## src/rtl/xpt_pkg.sv

```systemverilog
package xpt_pkg;
  parameter int unsigned XN      = 12;
  parameter int unsigned YN      = 8;
  parameter int unsigned XCW     = 4;
  parameter int unsigned YCW     = 3;
  parameter int unsigned CW      = 16;
  parameter int unsigned RSV_LO  = 6;
  parameter int unsigned RSV_N   = 2;
  localparam int unsigned NSW    = XN * YN;
  localparam int unsigned IDXW   = $clog2(NSW);
  localparam int unsigned XIW    = $clog2(XN);
  localparam int unsigned DATA_B = CW - 1;
  localparam int unsigned XC_HI  = CW - 2;
  localparam int unsigned XC_LO  = CW - 1 - XCW;
  localparam int unsigned YC_HI  = XC_LO - 1;
  localparam int unsigned YC_LO  = XC_LO - YCW;
  localparam int unsigned LOAD_B = 0;

  typedef struct packed {
    logic           ok;
    logic [XIW-1:0] xi;
  } xsel_t;

  // Map an X code onto a line index, skipping the reserved gap.
  function automatic xsel_t xcode_map(input logic [XCW-1:0] code);
    xsel_t r;
    int unsigned c;
    c    = int'(code);
    r.ok = 1'b0;
    r.xi = '0;
    if (c < RSV_LO) begin
      r.ok = 1'b1;
      r.xi = XIW'(c);
    end else if (c >= RSV_LO + RSV_N && (c - RSV_N) < XN) begin
      r.ok = 1'b1;
      r.xi = XIW'(c - RSV_N);
    end
    return r;
  endfunction

  function automatic logic [IDXW-1:0] sw_index(input logic [XIW-1:0] xi,
                                               input logic [YCW-1:0] yi);
    return IDXW'(int'(xi) * YN + int'(yi));
  endfunction
endpackage

```

## src/rtl/xpt_cmd_decode.sv

```systemverilog
module xpt_cmd_decode
  import xpt_pkg::*;
(
  input  logic            cmd_valid,
  input  logic [CW-1:0]   cmd_word,
  output logic            wr_en,
  output logic            ld_en,
  output logic            wr_data,
  output logic [IDXW-1:0] wr_idx
);
  xsel_t xs;

  always_comb begin
    xs      = xcode_map(cmd_word[XC_HI:XC_LO]);
    wr_en   = cmd_valid & xs.ok;
    ld_en   = cmd_valid & cmd_word[LOAD_B];
    wr_data = cmd_word[DATA_B];
    wr_idx  = sw_index(xs.xi, cmd_word[YC_HI:YC_LO]);
  end
endmodule

```

## src/rtl/xpt_stage_bank.sv

```systemverilog
module xpt_stage_bank
  import xpt_pkg::*;
(
  input  logic            clk,
  input  logic            rst_n,
  input  logic            wr_en,
  input  logic            ld_en,
  input  logic            wr_data,
  input  logic [IDXW-1:0] wr_idx,
  output logic [NSW-1:0]  staged_q,
  output logic [NSW-1:0]  active_q
);
  logic [NSW-1:0] staged_d;

  for (genvar i = 0; i < NSW; i++) begin : g_cell
    always_comb begin
      staged_d[i] = staged_q[i];
      if (wr_en && wr_idx == IDXW'(i)) staged_d[i] = wr_data;
    end

    always_ff @(posedge clk) begin
      if (!rst_n) begin
        staged_q[i] <= 1'b0;
        active_q[i] <= 1'b0;
      end else begin
        staged_q[i] <= staged_d[i];
        if (ld_en) active_q[i] <= staged_d[i];
      end
    end
  end
endmodule

```

## src/rtl/xpt_readback.sv

```systemverilog
module xpt_readback
  import xpt_pkg::*;
(
  input  logic           clk,
  input  logic           rst_n,
  input  logic [XCW-1:0] rb_xcode,
  input  logic [YCW-1:0] rb_ycode,
  input  logic [NSW-1:0] active_q,
  output logic           rb_q
);
  xsel_t          xs;
  logic [IDXW-1:0] idx;
  logic           sel_bit;

  always_comb begin
    xs      = xcode_map(rb_xcode);
    idx     = sw_index(xs.xi, rb_ycode);
    sel_bit = xs.ok ? active_q[idx] : 1'b0;
  end

  always_ff @(posedge clk) begin
    if (!rst_n) rb_q <= 1'b0;
    else        rb_q <= sel_bit;
  end
endmodule

```

## src/rtl/xpt_switch_bank.sv

```systemverilog
module xpt_switch_bank
  import xpt_pkg::*;
(
  input  logic                clk,
  input  logic                rst_n,
  input  logic                cmd_valid,
  input  logic [CW-1:0]       cmd_word,
  input  logic [XCW-1:0]      rb_xcode,
  input  logic [YCW-1:0]      rb_ycode,
  output logic                rb_bit,
  output logic [NSW-1:0]      sw_en
);
  logic            wr_en, ld_en, wr_data;
  logic [IDXW-1:0] wr_idx;
  logic [NSW-1:0]  staged_q, active_q;

  xpt_cmd_decode u_dec (
    .cmd_valid (cmd_valid),
    .cmd_word  (cmd_word),
    .wr_en     (wr_en),
    .ld_en     (ld_en),
    .wr_data   (wr_data),
    .wr_idx    (wr_idx)
  );

  xpt_stage_bank u_bank (
    .clk      (clk),
    .rst_n    (rst_n),
    .wr_en    (wr_en),
    .ld_en    (ld_en),
    .wr_data  (wr_data),
    .wr_idx   (wr_idx),
    .staged_q (staged_q),
    .active_q (active_q)
  );

  xpt_readback u_rb (
    .clk      (clk),
    .rst_n    (rst_n),
    .rb_xcode (rb_xcode),
    .rb_ycode (rb_ycode),
    .active_q (active_q),
    .rb_q     (rb_bit)
  );

  assign sw_en = active_q;
endmodule

```

## config.mk

```make
export PLATFORM = sky130hd
export DESIGN_NAME = xpt_switch_bank
export DESIGN_NICKNAME = d
export VERILOG_FILES = /design/src/rtl/xpt_pkg.sv /design/src/rtl/xpt_cmd_decode.sv /design/src/rtl/xpt_stage_bank.sv /design/src/rtl/xpt_readback.sv /design/src/rtl/xpt_switch_bank.sv
export SDC_FILE = /design/constraint.sdc
export NUM_CORES = 1
export LEC_CHECK = 0
export BUFFER_PORTS_ARGS = -buffer_cell sky130_fd_sc_hd__buf_2
export CORE_MARGIN = 1
export CORE_UTILIZATION = 30
export CTS_BUF_LIST = sky130_fd_sc_hd__clkbuf_4 sky130_fd_sc_hd__clkbuf_8
export DETAILED_ROUTE_END_ITERATION = 10
export PLACE_DENSITY = 0.51
export SLEW_MARGIN = 20
export SYNTH_ARGS = -nofsm -noshare
export SYNTH_HDL_FRONTEND = slang
export SYNTH_SLANG_ARGS = --single-unit
```

## constraint.sdc

```tcl
create_clock -name clk -period 4.1 [get_ports clk]
set_clock_uncertainty 0.15 [all_clocks]
set_input_delay 0.82 -clock clk [delete_from_list [all_inputs] [get_ports clk]]
set_output_delay 0.82 -clock clk [all_outputs]
set_load 0.01 [all_outputs]
```

# Word level (Yosys, flattened, before mapping)
# Cells that the tools add are included.
# totals
regBits,193
in_bits,26
output_inout_bits,97
# op_classes
add_sub_neg,4
n_lt_le_gt_ge,7
eq_ne,95
n_mux,102
bitwise_logic,2
n_reduce_logical,100
# op_table
cell,n
"7-bit by 6-bit equality test with 1-bit output, second input constant",32
"7-bit equality test, second input constant",32
"7-bit by 5-bit equality test with 1-bit output, second input constant",16
1-bit logical AND,98
1-bit two-way mux,97
"32-bit by 4-bit < comparator with 1-bit output, second input constant",2
"7-bit by 4-bit equality test with 1-bit output, second input constant",8
"7-bit by 3-bit equality test with 1-bit output, second input constant",4
5-bit two-way mux,4
7-bit by 3-bit adder with 7-bit output,2
"7-bit by 2-bit equality test with 1-bit output, second input constant",2
"4-bit by 2-bit subtractor with 5-bit output, second input constant",2
"4-bit greater-or-equal comparator, second input constant",2
"4-bit by 3-bit < comparator with 1-bit output, second input constant",2
"7-bit by 8-bit < comparator with 1-bit output, second input constant",1
1-bit binary-select mux with 7-bit select,1
"7-bit by 1-bit equality test with 1-bit output, second input constant",1
7-bit zero test,1
1-bit bitwise AND,2
2-bit AND reduction,1

# Logic depth before layout (Yosys ltp)
# logic_depth
depth_word,9
ltp_mapped,9
mapped_depth_nobuf,7

# Modules after synthesis
# From an unflattened synthesis, not the netlist that was laid out.
# unflattened
cells_unflattened,972
area_unflattened_um2,9291.4
# by_module_without_submodules
mod,instances,cells_each,area_per_inst_um2
xpt_stage_bank,1,848,8047.7
xpt_readback,1,106,1114.8
xpt_cmd_decode,1,18,128.9

# Least setup slack after synthesis
# No wires, ideal clock.
# synth_timing
path_kind,input to register
start,input port cmd_word[12]
end,register u_bank.active_q[4]
setup_time_ns,0.086
arrival_ns,2.855
slack_ns,1.009
stages,9
path_cell_list,buf_2 inv_1 ha_1 or3b_4 a311oi_4 buf_6 o211ai_1 mux2i_1 a211oi_1
# synth_via
elab_chain_cells,9
# synth_lines
item,line_no,source
start: declaration,xpt_switch_bank.sv:7,"input logic [CW-1:0] cmd_word,"
4-bit by 2-bit subtractor with 5-bit output,xpt_pkg.sv:34,end else if (c >= RSV_LO + RSV_N && (c - RSV_N) < XN) begin
32-bit by 4-bit < comparator with 1-bit output,xpt_pkg.sv:34,
1-bit logical AND,xpt_pkg.sv:34,
5-bit two-way mux,xpt_pkg.sv:34,
5-bit two-way mux *,xpt_pkg.sv:31,if (c < RSV_LO) begin
7-bit by 3-bit adder with 7-bit output,xpt_pkg.sv:43,return IDXW'(int'(xi) * YN + int'(yi));
7-bit by 3-bit equality test with 1-bit output,xpt_stage_bank.sv:18,if (wr_en && wr_idx == IDXW'(i)) staged_d[i] = wr_data;
1-bit logical AND *,xpt_stage_bank.sv:18,
1-bit two-way mux *,xpt_stage_bank.sv:18,
end signal: indexed assignment,xpt_stage_bank.sv:27,if (ld_en) active_q[i] <= staged_d[i];
end: declaration,xpt_stage_bank.sv:11,output logic [NSW-1:0] active_q
# Mark *: on every way between the ends. The rest lies on a longest branch, timed or not.
# A chain may end at the register's enable or synchronous reset.

# Final worst setup path
# layout_timing
start,input port cmd_word[12]
end,register u_bank.active_q[27]
# layout_via
elab_chain_cells,9
# layout_lines
item,line_no
4-bit by 2-bit subtractor with 5-bit output,xpt_pkg.sv:34
32-bit by 4-bit < comparator with 1-bit output,xpt_pkg.sv:34
1-bit logical AND,xpt_pkg.sv:34
5-bit two-way mux,xpt_pkg.sv:34
5-bit two-way mux *,xpt_pkg.sv:31
7-bit by 3-bit adder with 7-bit output,xpt_pkg.sv:43
7-bit by 5-bit equality test with 1-bit output,xpt_stage_bank.sv:18
1-bit logical AND *,xpt_stage_bank.sv:18
1-bit two-way mux *,xpt_stage_bank.sv:18
# Marks and branches as above.

==> flow_summary.toml <==
[run_status]
status = "finished clean"

[worst_setup_path]
crit_path_max_incr_delay_ns = 0.45
r2r-start = "u_bank.active_q[0]$_SDFFE_PN0P_"
cpMaxStageDelayCell = "ha_1"
crit_path_start = "cmd_word[12]"
worstSetupEndpointType = "register"
cp_top_family = "simple AND/OR/NAND/NOR gates"
crit_arrival_ns = 3.28
critPathKind = "in -> reg"
startpoint_type = "input pin"
r2r_cells = 4
worstPathRequired_ns = 4.29
cp_num_buf_inv = 3
r2r_end = "u_rb.rb_q$_SDFF_PN0_"
worst-r2r-setup-slack_ns = 1.91
path_max_fanout = 32
path_cells = "buf_2 -> inv_1 -> ha_1 -> or3b_4 -> nand4_1 -> buf_12 -> nor3_1 -> mux2i_1 -> a211oi_1"

[floorplan]
ios = 123
rows = 60
die-width_um = 169.6
dieArea_um2 = 28770
initial_core_util = 0.3093
die_h_um = 169.6
fp.coreArea_um2 = 27250

[pwr]
power_uw = 3740
power_per_cell_area_nw_per_um2 = 385.8
ir_worst_vdd_v = 0.0001884
leakage_uw = 0.003855

[cells_and_area]
regArea_um2 = 3864
fin_util = 0.3558
multiInputGateArea_um2 = 4163
fill_cells = 2834
nNetsFinal = 975
syn_to_final_growth_pct = 15.02
drive_above_1_share = 0.2148

[sta]
slew_viol_final = 0
rsz0062_at_grt = "false"
setup_violations = 0
finalCriticalPeriod_ns = 3.089
finalSetupTns_ns = 0
max_freq_mhz = 323.8
relSlewSlack = 0.4745
worstMarginPinSlew_ns = 0.7849
final_hold_viol_count = 0
period_share = 0.7533

[global_route]
grt_pass1_wl_um = 37470
grt_pass1_vias = 6137
grt_max_degree = 105
overflow = 0
antenna_found_initial = 3
grt_use_total = 0.1733

[synth]
ys_warn_count = 0
synth_cells = 881
synthDistinctLibCells = 51
syn_area_um2 = 8429
synth-seq-cells = 193
synthArstFlopShare = 0
synth_ff_type = "dfxtp_1"
avgSynthCellArea_um2 = 9.568
synth_edf_count = 0
synth_fp_nets = 910
yosysSeqAreaShare = 0.4584

[route]
routed_wl_um = 24490
drtIter0Drc = 427
drc = 0
vias = 6624
ant_nets = 0
drt_first_pass_iters = 6
wl_per_cell_um = 18.36
vias_per_cell = 4.966

[worst_hold_path]
holdPathStages = 2
hold_path_class = "reg -> reg"
hold_end = "u_bank.staged_q[77]$_SDFF_PN0_"
hold_start = "u_bank.staged_q[77]$_SDFF_PN0_"

[place]
numPortBuffers = 115
gp_congestion = 0.7946
dpl.hpwl_um = 16420

[cts]
cts_resized = 0
cts_root_buf = "clkbuf_8"
cts_buffers = 17
cts.clk_slew.worst_paths_ns = 0.11
post_cts_buffers = 0
cts_tree = "built"
clock-sinks = 193
cts.htree.levels = 4
cts_hold_buf = 0
clk_path_buf_depth = 2
insertion_delay_ns = 0.47

[flow_run]
maxCapViolations = 0
-- power by group --
group	internal (uW)	switching, uW	total, uW
clock network	587	719	1310
logic	168	291	459
registers	1930	44.5	1970
total	2690	1050	3740
-- cells by family after synthesis --
family | after synthesis | synth area share
muxes | 131 | 0.1934
buffers and inverters | 94 | 0.04928
adders and majority gates | 3 | 0.004453
and+or+nand+nor | 331 | 0.1752
DFF | 193 | 0.4584
AOI/OAI and AO/OA | 128 | 0.1183
xor gates and xnor gates | 1 | 0.001039
-- per-stage QoR --
step | worst slack (ns) | instances | hold WS (ns) | cell area, um2
floorplan | 1.009 | 881 | 0.3064 | 8429
global placement | 0.6229 | 1299 | 0.3229 | 9278
detailed placement | 0.5816 | 1299 | 0.3292 | 9278
CTS | 1.107 | 1331 | 0.3532 | 9688
global route | 0.8123 | 1332 | 0.3752 | 9691
finish | 1.011 | 1334 | 0.3480 | 9696
-- worst max path at each step --
| stage | end | depth (start not counted) |
|---|---|---|
| 5_1_grt | u_bank.active_q[25]$_SDFFE_PN0P_ | 9 |
| 3_3_place_gp | u_bank.active_q[25]$_SDFFE_PN0P_ | 9 |
| 2_1_floorplan | u_bank.active_q[4]$_SDFFE_PN0P_ | 9 |
| 6_report | u_bank.active_q[27]$_SDFFE_PN0P_ | 9 |
| 4_1_cts | u_bank.active_q[25]$_SDFFE_PN0P_ | 9 |
| 3_5_place_dp | u_bank.active_q[27]$_SDFFE_PN0P_ | 9 |
-- cell usage in the layout (no fill, tap or decap), drive strengths merged, types with 2 or more instances in the layout --
cell type and n:
nor2 198, dfxtp 193, buf 132, a211oi 105
mux2i 104, nor3 44, nand3 36, mux4 25
clkbuf 20, nand2 14, inv 13, o211ai 8
nand3b 5, nand2b 4, or2 4, and3 4
nor2b 4, or3b 4, nor3b 4, diode 3
ha 3, clkinv 3, and2 3, and3b 2
mux2 2, clkinvlp 2, bufinv 2, a31oi 2
-- synthesized netlist by cell type, types with 2 or more instances --
master | n | area (um2)
and3b_1 | 2 | 17.52
and3_1 | 4 | 25.02
nor2b_1 | 4 | 25.02
and2_0 | 2 | 12.51
mux2i_1 | 104 | 1041
mux2_2 | 2 | 22.52
nand2_1 | 14 | 52.55
a211oi_1 | 105 | 788.3
or3b_2 | 3 | 26.28
nor2_1 | 198 | 743.2
dfxtp_1 | 193 | 3864
mux4_2 | 24 | 540.5
nand3_1 | 36 | 180.2
nor3_1 | 44 | 220.2
nand2b_1 | 4 | 25.02
buf_2 | 10 | 50.05
nand3b_1 | 5 | 37.54
or2_2 | 4 | 25.02
buf_6 | 6 | 67.56
nor3b_1 | 4 | 30.03
o211ai_1 | 8 | 60.06
clkbuf_1 | 66 | 247.7
inv_1 | 8 | 30.03
ha_1 | 3 | 37.54
buf_1 | 2 | 7.510
-- layer usage --
metal	part of all wire	vias up	track usage	wire length [um]
met3	0.050	12	0.03638	1233
met1	0.48	3145	0.2362	11820
met4	0.0062	0	0.03408	153
met2	0.46	170	0.2819	11290
met5	0	-	0	0
li1	-	3297	-	-
-- registers in the layout, indices dropped and copies added (netlist names) --
register and cells:
u_bank.active_q 96, u_bank.staged_q 96, u_rb.rb_q 1
-- final cells by class --
cell class              count  area share
flip-flops and latches    193      0.3985
diodes                      3   0.0007743
clock buffers              20     0.02710
inverters                   8    0.003355
multi-input cells         594      0.4293
repair buffers            132     0.07769
clock inverters            12     0.01523
well taps                 372     0.04801
-- worst register-to-register path: stages, from the launching register on --
cell and delay [ns]:
dfxtp_1 0.37, mux4_2 0.49, mux4_1 0.61, a211oi_1 0.32, o32ai_1 0.14
No activity file was read; power rests on OpenSTA's default activity.
